==> src/rtl/grpsig_pkg.sv <==
package grpsig_pkg;

    typedef enum logic [1:0] {
        ST_IDLE = 2'd0,
        ST_RUN  = 2'd1,
        ST_DONE = 2'd2
    } bist_st_e;

    function automatic int unsigned cnt_width(input int unsigned n);
        return (n > 1) ? $clog2(n) : 1;
    endfunction

endpackage

==> src/rtl/grpsig_tpg.sv <==
module grpsig_tpg #(
    parameter int unsigned W          = 8,
    parameter logic [W-1:0] POLY      = 'h71,
    parameter logic [W-1:0] SEED      = 'hA5
) (
    input  logic         clk,
    input  logic         rst_n,
    input  logic         load,
    input  logic         step,
    output logic [W-1:0] pat
);
    typedef struct packed {
        logic [W-1:0] lfsr;
    } tpg_t;

    tpg_t r_d, r_q;

    always_comb begin
        r_d = r_q;
        if (load) begin
            r_d.lfsr = SEED;
        end else if (step) begin
            r_d.lfsr = {r_q.lfsr[W-2:0], 1'b0} ^ (r_q.lfsr[W-1] ? POLY : '0);
        end
    end

    always_ff @(posedge clk or negedge rst_n) begin
        if (!rst_n) r_q <= '{lfsr: SEED};
        else        r_q <= r_d;
    end

    assign pat = r_q.lfsr;

    AST_TPG_RESEED: assert property (@(posedge clk) disable iff (!rst_n)
        load |=> (pat == SEED));
    AST_TPG_HOLD: assert property (@(posedge clk) disable iff (!rst_n)
        (!load && !step) |=> $stable(pat));
    AST_TPG_NONZERO: assert property (@(posedge clk) disable iff (!rst_n)
        pat != '0);

endmodule

==> src/rtl/grpsig_sisr.sv <==
module grpsig_sisr #(
    parameter int unsigned W       = 16,
    parameter logic [W-1:0] POLY   = 'h1021
) (
    input  logic         clk,
    input  logic         rst_n,
    input  logic         clr,
    input  logic         en,
    input  logic         din,
    output logic [W-1:0] sig_nxt
);
    typedef struct packed {
        logic [W-1:0] sig;
    } sisr_t;

    sisr_t r_d, r_q;
    logic  fb;

    always_comb begin
        r_d = r_q;
        fb  = r_q.sig[W-1] ^ din;
        if (clr) begin
            r_d.sig = '0;
        end else if (en) begin
            r_d.sig = {r_q.sig[W-2:0], 1'b0} ^ (fb ? POLY : '0);
        end
    end

    always_ff @(posedge clk or negedge rst_n) begin
        if (!rst_n) r_q <= '0;
        else        r_q <= r_d;
    end

    assign sig_nxt = r_d.sig;

    AST_SIG_CLEAR: assert property (@(posedge clk) disable iff (!rst_n)
        clr |=> (r_q.sig == '0));
    AST_SIG_HOLD: assert property (@(posedge clk) disable iff (!rst_n)
        (!clr && !en) |=> $stable(r_q.sig));

endmodule

==> src/rtl/grpsig_omux.sv <==
module grpsig_omux #(
    parameter int unsigned OUT_W = 12,
    parameter int unsigned GRP_W = 4,
    localparam int unsigned NUM_GRP = OUT_W / GRP_W,
    localparam int unsigned GCW     = grpsig_pkg::cnt_width(NUM_GRP),
    localparam int unsigned BCW     = grpsig_pkg::cnt_width(GRP_W)
) (
    input  logic [OUT_W-1:0] vec,
    input  logic [GCW-1:0]   grp_sel,
    input  logic [BCW-1:0]   bit_sel,
    output logic             bit_o
);
    logic [GRP_W-1:0] grp_arr [NUM_GRP];
    logic [GRP_W-1:0] sel_grp;

    for (genvar g = 0; g < NUM_GRP; g++) begin : g_split
        assign grp_arr[g] = vec[g*GRP_W +: GRP_W];
    end

    always_comb begin
        sel_grp = '0;
        for (int g = 0; g < NUM_GRP; g++) begin
            if (grp_sel == GCW'(g)) sel_grp = grp_arr[g];
        end
        bit_o = sel_grp[bit_sel];
    end

endmodule

==> src/rtl/grpsig_seq.sv <==
module grpsig_seq
    import grpsig_pkg::*;
#(
    parameter int unsigned NUM_GRP   = 3,
    parameter int unsigned GRP_W     = 4,
    parameter int unsigned PAT_CNT   = 16,
    parameter int unsigned SIG_W     = 16,
    parameter logic [SIG_W-1:0] EXP_SIG = '0,
    localparam int unsigned GCW = cnt_width(NUM_GRP),
    localparam int unsigned BCW = cnt_width(GRP_W),
    localparam int unsigned PCW = cnt_width(PAT_CNT)
) (
    input  logic             clk,
    input  logic             rst_n,
    input  logic             start,
    input  logic [SIG_W-1:0] sig_nxt,
    output logic             run,
    output logic [GCW-1:0]   grp_sel,
    output logic [BCW-1:0]   bit_sel,
    output logic             tpg_load,
    output logic             tpg_step,
    output logic             sig_clr,
    output logic             sig_en,
    output logic             done,
    output logic             pass
);
    localparam logic [GCW-1:0] GRP_LAST = GCW'(NUM_GRP - 1);
    localparam logic [BCW-1:0] BIT_LAST = BCW'(GRP_W - 1);
    localparam logic [PCW-1:0] PAT_LAST = PCW'(PAT_CNT - 1);

    typedef struct packed {
        bist_st_e       st;
        logic [GCW-1:0] grp;
        logic [PCW-1:0] pat;
        logic [BCW-1:0] bidx;
        logic           done;
        logic           pass;
    } seq_t;

    seq_t s_d, s_q;
    logic last_bit, last_pat, last_grp;

    always_comb begin
        s_d      = s_q;
        tpg_load = 1'b0;
        tpg_step = 1'b0;
        sig_clr  = 1'b0;
        sig_en   = 1'b0;
        last_bit = (s_q.bidx == BIT_LAST);
        last_pat = (s_q.pat  == PAT_LAST);
        last_grp = (s_q.grp  == GRP_LAST);
        case (s_q.st)
            ST_IDLE, ST_DONE: begin
                if (start) begin
                    s_d.st   = ST_RUN;
                    s_d.grp  = '0;
                    s_d.pat  = '0;
                    s_d.bidx = '0;
                    s_d.done = 1'b0;
                    s_d.pass = 1'b0;
                    tpg_load = 1'b1;
                    sig_clr  = 1'b1;
                end
            end
            ST_RUN: begin
                sig_en = 1'b1;
                if (last_bit) begin
                    s_d.bidx = '0;
                    tpg_step = 1'b1;
                    if (last_pat) begin
                        s_d.pat  = '0;
                        tpg_load = 1'b1;
                        if (last_grp) begin
                            s_d.st   = ST_DONE;
                            s_d.grp  = '0;
                            s_d.done = 1'b1;
                            s_d.pass = (sig_nxt == EXP_SIG);
                        end else begin
                            s_d.grp = s_q.grp + 1'b1;
                        end
                    end else begin
                        s_d.pat = s_q.pat + 1'b1;
                    end
                end else begin
                    s_d.bidx = s_q.bidx + 1'b1;
                end
            end
            default: s_d.st = ST_IDLE;
        endcase
    end

    always_ff @(posedge clk or negedge rst_n) begin
        if (!rst_n) begin
            s_q <= '{st: ST_IDLE, grp: '0, pat: '0, bidx: '0, done: 1'b0, pass: 1'b0};
        end else begin
            s_q <= s_d;
        end
    end

    assign run     = (s_q.st == ST_RUN);
    assign grp_sel = s_q.grp;
    assign bit_sel = s_q.bidx;
    assign done    = s_q.done;
    assign pass    = s_q.pass;

    AST_GRP_RANGE: assert property (@(posedge clk) disable iff (!rst_n)
        grp_sel <= GRP_LAST);
    AST_DONE_LAST_GRP: assert property (@(posedge clk) disable iff (!rst_n)
        $rose(done) |-> ($past(grp_sel) == GRP_LAST && $past(run)));
    AST_GRP_STEP: assert property (@(posedge clk) disable iff (!rst_n)
        (run && !$stable(grp_sel)) |-> ($past(s_q.pat) == PAT_LAST && $past(bit_sel) == BIT_LAST));
    AST_RUN_KEEPS: assert property (@(posedge clk) disable iff (!rst_n)
        (run && start && !(last_bit && last_pat && last_grp)) |=> (run && !done));

endmodule

==> src/rtl/grpsig_bist.sv <==
module grpsig_bist #(
    parameter int unsigned IN_W          = 8,
    parameter int unsigned OUT_W         = 12,
    parameter int unsigned GRP_W         = 4,
    parameter int unsigned PAT_CNT       = 16,
    parameter int unsigned SIG_W         = 16,
    parameter logic [IN_W-1:0]  TPG_POLY = 'h71,
    parameter logic [IN_W-1:0]  TPG_SEED = 'hA5,
    parameter logic [SIG_W-1:0] SIG_POLY = 'h1021,
    parameter logic [SIG_W-1:0] EXP_SIG  = '0
) (
    input  logic             clk,
    input  logic             rst_n,
    input  logic             start,
    input  logic [IN_W-1:0]  sys_in,
    output logic [IN_W-1:0]  cut_in,
    input  logic [OUT_W-1:0] cut_out,
    output logic             done,
    output logic             pass
);
    localparam int unsigned NUM_GRP = OUT_W / GRP_W;
    localparam int unsigned GCW     = grpsig_pkg::cnt_width(NUM_GRP);
    localparam int unsigned BCW     = grpsig_pkg::cnt_width(GRP_W);
    localparam logic [BCW-1:0] BIT_LAST = BCW'(GRP_W - 1);

    logic             run, tpg_load, tpg_step, sig_clr, sig_en, obs_bit;
    logic [GCW-1:0]   grp_sel;
    logic [BCW-1:0]   bit_sel;
    logic [IN_W-1:0]  tpg_pat;
    logic [SIG_W-1:0] sig_nxt;

    grpsig_seq #(
        .NUM_GRP(NUM_GRP), .GRP_W(GRP_W), .PAT_CNT(PAT_CNT),
        .SIG_W(SIG_W), .EXP_SIG(EXP_SIG)
    ) u_seq (
        .clk(clk), .rst_n(rst_n), .start(start), .sig_nxt(sig_nxt),
        .run(run), .grp_sel(grp_sel), .bit_sel(bit_sel),
        .tpg_load(tpg_load), .tpg_step(tpg_step),
        .sig_clr(sig_clr), .sig_en(sig_en), .done(done), .pass(pass)
    );

    grpsig_tpg #(.W(IN_W), .POLY(TPG_POLY), .SEED(TPG_SEED)) u_tpg (
        .clk(clk), .rst_n(rst_n), .load(tpg_load), .step(tpg_step), .pat(tpg_pat)
    );

    grpsig_omux #(.OUT_W(OUT_W), .GRP_W(GRP_W)) u_omux (
        .vec(cut_out), .grp_sel(grp_sel), .bit_sel(bit_sel), .bit_o(obs_bit)
    );

    grpsig_sisr #(.W(SIG_W), .POLY(SIG_POLY)) u_sisr (
        .clk(clk), .rst_n(rst_n), .clr(sig_clr), .en(sig_en), .din(obs_bit), .sig_nxt(sig_nxt)
    );

    assign cut_in = run ? tpg_pat : sys_in;

    AST_PAT_HELD: assert property (@(posedge clk) disable iff (!rst_n)
        (run && bit_sel != BIT_LAST) |=> $stable(cut_in));
    AST_PASS_WITH_DONE: assert property (@(posedge clk) disable iff (!rst_n)
        pass |-> done);
    AST_FLAGS_HOLD: assert property (@(posedge clk) disable iff (!rst_n)
        (done && !start) |=> (done && $stable(pass)));

endmodule

==> config.mk <==
export PLATFORM = sky130hd
export DESIGN_NAME = grpsig_bist
export DESIGN_NICKNAME = d
export VERILOG_FILES = /design/src/rtl/grpsig_pkg.sv /design/src/rtl/grpsig_tpg.sv /design/src/rtl/grpsig_sisr.sv /design/src/rtl/grpsig_omux.sv /design/src/rtl/grpsig_seq.sv /design/src/rtl/grpsig_bist.sv
export SDC_FILE = /design/constraint.sdc
export NUM_CORES = 1
export LEC_CHECK = 0
export ABC_CLOCK_PERIOD_IN_PS = 2500
export BUFFER_PORTS_ARGS = -buffer_cell sky130_fd_sc_hd__buf_4
export CAP_MARGIN = 20
export CORE_MARGIN = 2
export CORE_UTILIZATION = 40
export DETAILED_ROUTE_END_ITERATION = 16
export PLACE_DENSITY = 0.58
export SLEW_MARGIN = 20
export SYNTH_ARGS = -nofsm -noshare
export SYNTH_HDL_FRONTEND = slang
export SYNTH_SLANG_ARGS = --single-unit
==> constraint.sdc <==
create_clock -name clk -period 2.5 [get_ports clk]
set_input_delay 0 -clock clk [delete_from_list [all_inputs] [get_ports clk]]
set_output_delay 0 -clock clk [all_outputs]
set_load 0.005 [all_outputs]
### Word level (Yosys, flattened, before mapping)

Index checks and enable logic that the tools add are counted.

* $add $sub $neg: 3
* $lt $le $gt $ge: 1
* eq/ne operators: 10
* mux-type cells: 32
* bitwise gates (word level): 3
* reduce and logical (&&, ||, !) cells: 11

Operator list (count)
* two-way mux 16 bit: 2
* two-way mux 8 bit: 4
* two-way mux 4 bit: 5
* case mux 10 bit (2 select lines): 1
* logical NOT 16 bit: 1
* bitwise XOR 16 bit: 1
* two-way mux 13 bit: 1
* two-way mux 12 bit: 1
* two-way mux 2 bit: 6
* two-way mux 1 bit: 8
* AND reduction 4 bit: 2
* bitwise XOR 8 bit: 1
* two-way mux 7 bit: 1
* equality test 2 bit (second input constant): 3
* inequality test 2 x 1 -> 1 bit (second input constant): 3
* AND reduction 5 bit: 1
* adder 2 x 1 -> 2 bit (second input constant): 2
* adder 4 x 1 -> 4 bit (second input constant): 1
* equality test 2 x 1 -> 1 bit (second input constant): 2
* equality test 4 bit (second input constant): 1
* logical NOT 2 bit: 2
* case mux 2 bit (2 select lines): 1
* nonzero test 2 bit: 2
* < comparator 2 x 3 -> 1 bit (second input constant): 1
* 7 further kinds: 7

* register bits: 36
* input port bits: 23
* output and inout bits: 10
* word-level logic and storage cells: 68

### Longest topological paths before layout

* depth after elaboration: 16
* gate-level depth with buffers: 7
* gate-level depth less buffers: 6

### Modules after synthesis

A second synthesis with hierarchy kept.

* cell total of the unflattened synthesis: 183
* area total of the unflattened synthesis: 1946.9 µm²

Modules (own cells, without submodules)
* grpsig_sisr: times used 1, cells an instance 60, area each 680.7 µm², seq. area each 400.4 µm²
* grpsig_seq: times used 1, cells an instance 70, area each 660.6 µm², seq. area each 300.3 µm²
* grpsig_tpg: times used 1, cells an instance 30, area each 350.3 µm², seq. area each 205.2 µm²
* grpsig_bist: times used 1, cells an instance 9, area each 131.4 µm², seq. area each 0.0 µm²
* grpsig_omux: times used 1, cells an instance 14, area each 123.9 µm², seq. area each 0.0 µm²

### Worst setup path before layout

No wires, ideal clock.

* path kind: reg-to-reg
* start point: reg u_seq.s_q (netlist bit u_seq.grp_sel[0])
* end point: reg u_sisr.r_q[12] (netlist name)
* setup time: 0.134 ns
* data arrival time: 1.692 ns
* required time: 2.366 ns
* path slack: 0.674 ns
* stages on the path, launching flop included: 7
* buffers on the path: 1
* period minus slack after synthesis: 1.826 ns
* cell sequence: dfrtp_1 buf_6 nand2b_1 mux4_2 or4_1 o211ai_2 nor3_2

* cells in the longest elaborated chain, start to end: 11
* elaborated cells between the ends (all ways): 13
* those cells by class: 2 x eq/ne; 8 x mux; 2 x bitwise; 1 x reduce/logical

RTL lines
* start: declaration: line grpsig_seq.sv:40 `seq_t s_d, s_q;`
* start signal: assignment: line grpsig_seq.sv:94 `s_q <= '{st: ST_IDLE, grp: '0, pat: '0, bidx: '0, done: 1'b0, pass: 1'b0};`
* logical NOT 2 bit: line grpsig_omux.sv:23 `if (grp_sel == GCW'(g)) sel_grp = grp_arr[g];`
* two-way mux 4 bit (2 in a row): line grpsig_omux.sv:23
* two-way mux 4 bit *: line grpsig_omux.sv:23
* binary-select mux 1 bit (select 2 bit) *: line grpsig_omux.sv:25 `bit_o = sel_grp[bit_sel];`
* two-way mux 1 bit (implied by the code) *: line grpsig_omux.sv:25
* bitwise XOR 1 bit *: line grpsig_sisr.sv:21 `fb = r_q.sig[W-1] ^ din;`
* two-way mux 13 bit *: line grpsig_sisr.sv:25 `r_d.sig = {r_q.sig[W-2:0], 1'b0} ^ (fb ? POLY : '0);`
* bitwise XOR 16 bit *: line grpsig_sisr.sv:25
* two-way mux 16 bit *: line grpsig_sisr.sv:24 `end else if (en) begin`
* two-way mux 16 bit *: line grpsig_sisr.sv:22 `if (clr) begin`
* via sig_nxt[12]: line grpsig_bist.sv:30 `logic [SIG_W-1:0] sig_nxt;`
* end signal: assignment: line grpsig_sisr.sv:31 `else r_q <= r_d;`
* end: declaration: line grpsig_sisr.sv:16 `sisr_t r_d, r_q;`

The timed path passes the listed nets; every way through them passes the cells marked *. The select of a mux whose other input is x is not followed.
A chain may end at the register's enable or synchronous reset.

### Worst setup path after layout

* start point: reg u_seq.s_q[11] (netlist name)
* end point: reg u_seq.s_q (netlist bit u_seq.pass)

* cells in the longest elaborated chain, start to end: 9
* elaborated cells between the ends (all ways): 19
* those cells by class: 6 x eq/ne; 8 x mux; 5 x reduce/logical

RTL lines
* equality test 2 x 1 -> 1 bit, or another cell as far along: line grpsig_seq.sv:52 `case (s_q.st)`
* two-way mux 1 bit or OR reduction 2 bit (tied branches): line grpsig_seq.sv:52
* two-way mux 16 bit or two-way mux 1 bit (tied branches): line grpsig_sisr.sv:24, grpsig_seq.sv:52
* two-way mux 16 bit: line grpsig_sisr.sv:22
* logical NOT 16 bit: line grpsig_seq.sv:77 `s_d.pass = (sig_nxt == EXP_SIG);`
* two-way mux 2 bit: line grpsig_seq.sv:73 `if (last_grp) begin`
* two-way mux 2 bit: line grpsig_seq.sv:70 `if (last_pat) begin`
* two-way mux 2 bit: line grpsig_seq.sv:67 `if (last_bit) begin`
* case mux 10 bit (2 select lines): line grpsig_seq.sv:52

Several ways; a longest one is shown, not always the timed one. The select of a mux whose other input is x is not followed.

==> flow_summary.json <==
{
  "grt_first_pass_wirelength_um": 8880,
  "htree_levels": 2,
  "synthTopCellsByCount": "nand2_1 (54), dfrtp_1 (32), a22o_1 (13)",
  "synth-seq-cells": 36,
  "worstMarginPinSlew_ns": 0.6238,
  "instances_no_fill": 336,
  "cts_root_buffer": "clkbuf_8",
  "max_slew_margin_pct": 57.84,
  "outcome": "completed",
  "fin_nets": 290,
  "ys_warn_count": 0,
  "avgSynthCellArea_sq_um": 9.174,
  "drtAntennaViolNets": 0,
  "vias": 1826,
  "rows": 26,
  "first_pass_iters": 4,
  "period_minus_slack_ns": 2.080,
  "synth_area_leader_cell": "dfrtp_1",
  "cts_resized": 0,
  "startpoint_type": "register",
  "worstSetupEndpointType": "register",
  "synth.distinct_cells": 50,
  "crit_start": "u_seq.s_q[11]",
  "drive_gt1_share_pct": 22.18,
  "drv_cap": 0,
  "clock_power_share_pct": 14.4,
  "hold_viol_final": 0,
  "grt_max_degree": 37,
  "hold_class": "input port to async pin",
  "clock_path_buffers": 2,
  "peakVddDrop_uv": 596.6,
  "start_util_pct": 41.40,
  "yosysSeqAreaShare_pct": 43.12,
  "r2r_start": "u_seq.s_q[11]",
  "synth_edf_count": 0,
  "cellLeakagePower_uw": 0.001116,
  "gr-total-overflow": 0,
  "clock-sinks": 36,
  "synth_most_common_cell": "nand2_1",
  "dpl.hpwl_um": 3608,
  "grt_pass1_vias": 1811,
  "numCtsBuffers": 5,
  "fillers": 514,
  "globalplace.congestion": 0.8422,
  "cp.required_ns": 2.67,
  "die_area_sq_um": 5848,
  "power_switching_uw": 1303,
  "synth_nets": 254,
  "synthCells": 229,
  "period_share_pct": 83.18,
  "routed_wirelength_um": 5048,
  "internal-power_uw": 1894,
  "rsz0062_at_grt": "no",
  "power.density_nw_per_um2": 1261,
  "antenna_cells": 0,
  "p_seq_share_pct": 38.1,
  "finClkSkew_ns": 0.009541,
  "clk_latency_ns": 0.29,
  "clock.fmax_mhz": 480.9,
  "cp_max_fo": 11,
  "synth.top_cell.area_share_pct": 38.12,
  "yosys-top-cells-area": "dfrtp_1 (38%), nand2_1 (9.6%), a22o_1 (5.4%), dfstp_2 (5.0%), mux2i_1 (3.3%)",
  "final-setup-viol-count": 0,
  "whs_ns": 0.1981,
  "core_sq_um": 5075,
  "groute.usage.overall_pct": 19.13,
  "drt_iter0_markers": 110,
  "dp_cells": 326,
  "antenna_found_initial": 0,
  "cts_tree": "built",
  "post-route-drc-count": 0,
  "finalSetupTns_ns": 0,
  "io_pins": 33,
  "p_sw_share_pct": 40.75,
  "die_w_um": 76.47,
  "dominantRegCellSynth": "dfrtp_1",
  "worstPathArrival_ns": 2.25,
  "power_uw": 3197,
  "clk_pin_slew_ns": 0.08,
  "synthArstFlopShare_pct": 100.0,
  "p_comb_share_pct": 47.5,
  "slew_viol_final": 0,
  "die_h_um": 76.47,
  "numPortBuffers": 32,
  "synth_area_sq_um": 2101,
  "layout-area-overhead-vs-synth_pct": 20.67,
  "vias_per_cell": 5.435,
  "post_drt_wl_per_cell_um": 15.02,
  "worstSetupPathType": "register to register"
}
==> worst paths after layout <==
check	endpoint	depth (start not counted)	slack, ns
max reg2reg	u_seq.pass	6	0.42
min reg2reg	u_seq.s_q[7]	1	0.50
min	u_sisr.r_q[2]	2	0.20
max in group asynchronous	u_tpg.pat[0]	2	1.95
min in group clk	cut_in[6]	4	0.26
max	u_seq.pass	6	0.42
==> cell usage in the layout (no fill, tap or decap), types with 3 or more instances in the layout <==
master | netlist | routed
xnor2_1 | 3 | 3
inv_1 | 4 | 4
dfstp_2 | 4 | 4
nand2b_1 | 7 | 7
dfrtp_1 | 32 | 32
o2bb2ai_1 | 3 | 3
nand3_1 | 8 | 8
a21oi_1 | 7 | 7
clkbuf_8 | 0 | 7
and3_1 | 3 | 3
a22o_1 | 13 | 13
nand2_1 | 54 | 54
nand4_1 | 4 | 4
o21ai_0 | 8 | 8
buf_4 | 0 | 38
mux2i_1 | 7 | 7
nor2_1 | 12 | 12
nor3_1 | 6 | 6
==> per-layer routing <==
layer	global-route usage, %	up-vias	part of all wire (%)
li1	-	900	-
met1	24.85	885	47
met2	30.53	36	48
met3	6.635	5	4.4
met4	4.909	0	0.91
met5	0	-	0
==> power by group through the flow <==
stage          logic (uW)  clock network (uW)  registers, uW
2_1_floorplan        1170                   0           1090
3_3_place_gp         1510                   0           1230
3_5_place_dp         1530                   0           1220
4_1_cts              1530                 468           1220
5_1_grt              1710                 497           1270
6_report             1520                 459           1220
==> cells by family (layout without fill, tap and decap cells) <==
family / Yosys count / count (layout) / share of synthesized area, %
and+or+nand+nor: 108 / 108 / 25.01
AOI/OAI and AO/OA: 53 / 53 / 19.24
DFF: 36 / 36 / 43.12
buffers and inverters: 16 / 53 / 3.811
muxes: 11 / 11 / 6.373
xor gates and xnor gates: 3 / 3 / 1.251
adders and majority gates: 2 / 2 / 1.191
==> timing repair <==
action | 4_1_cts | 5_1_grt
hold buffers | 2 | 0
hold endpoints to repair | 33 | 0
endpoints found under the setup margin | 0 | 0
setup buffers | 0 | 0
==> layout make-up <==
| type | instances | area [sq um] | share of cell area [%] |
|---|---|---|---|
| Clock buffer | 8 | 100.1 | 3.949 |
| Sequential cell | 36 | 905.9 | 35.74 |
| Timing Repair Buffer | 40 | 305.3 | 12.04 |
| Inverter | 5 | 18.77 | 0.7404 |
| Tap cell | 70 | 87.58 | 3.455 |
| Multi-Input combinational cell | 177 | 1117 | 44.08 |
==> worst max-delay path, cell delays in order, from the launching register on <==
cell,delay [ns]
dfrtp_1,0.54
nor2b_2,0.41
buf_4,0.25
and3_1,0.25
nor2_1,0.15
o21ai_0,0.26
o31ai_2,0.09
==> sequential cells by signal, indices dropped and copies added, names as in the netlist <==
name,cells
u_seq.done,1
u_sisr.r_q,16
u_seq.s_q,6
u_seq.bit_sel,2
u_seq.pass,1
u_tpg.pat,8
u_seq.grp_sel,2
==> stage by stage <==
step / utilization (%) / setup WS (ns) / instance area [sq um]
final: 49.95 / 0.4204 / 2535
after global placement: 47.58 / 0.4466 / 2415
after floorplan: - / 0.6742 / 2101
after CTS: 49.95 / 0.4294 / 2535
after global routing: 49.95 / 0.2095 / 2535
after detailed placement: 47.58 / 0.4380 / 2415
Power figures use the tool's default switching activity.
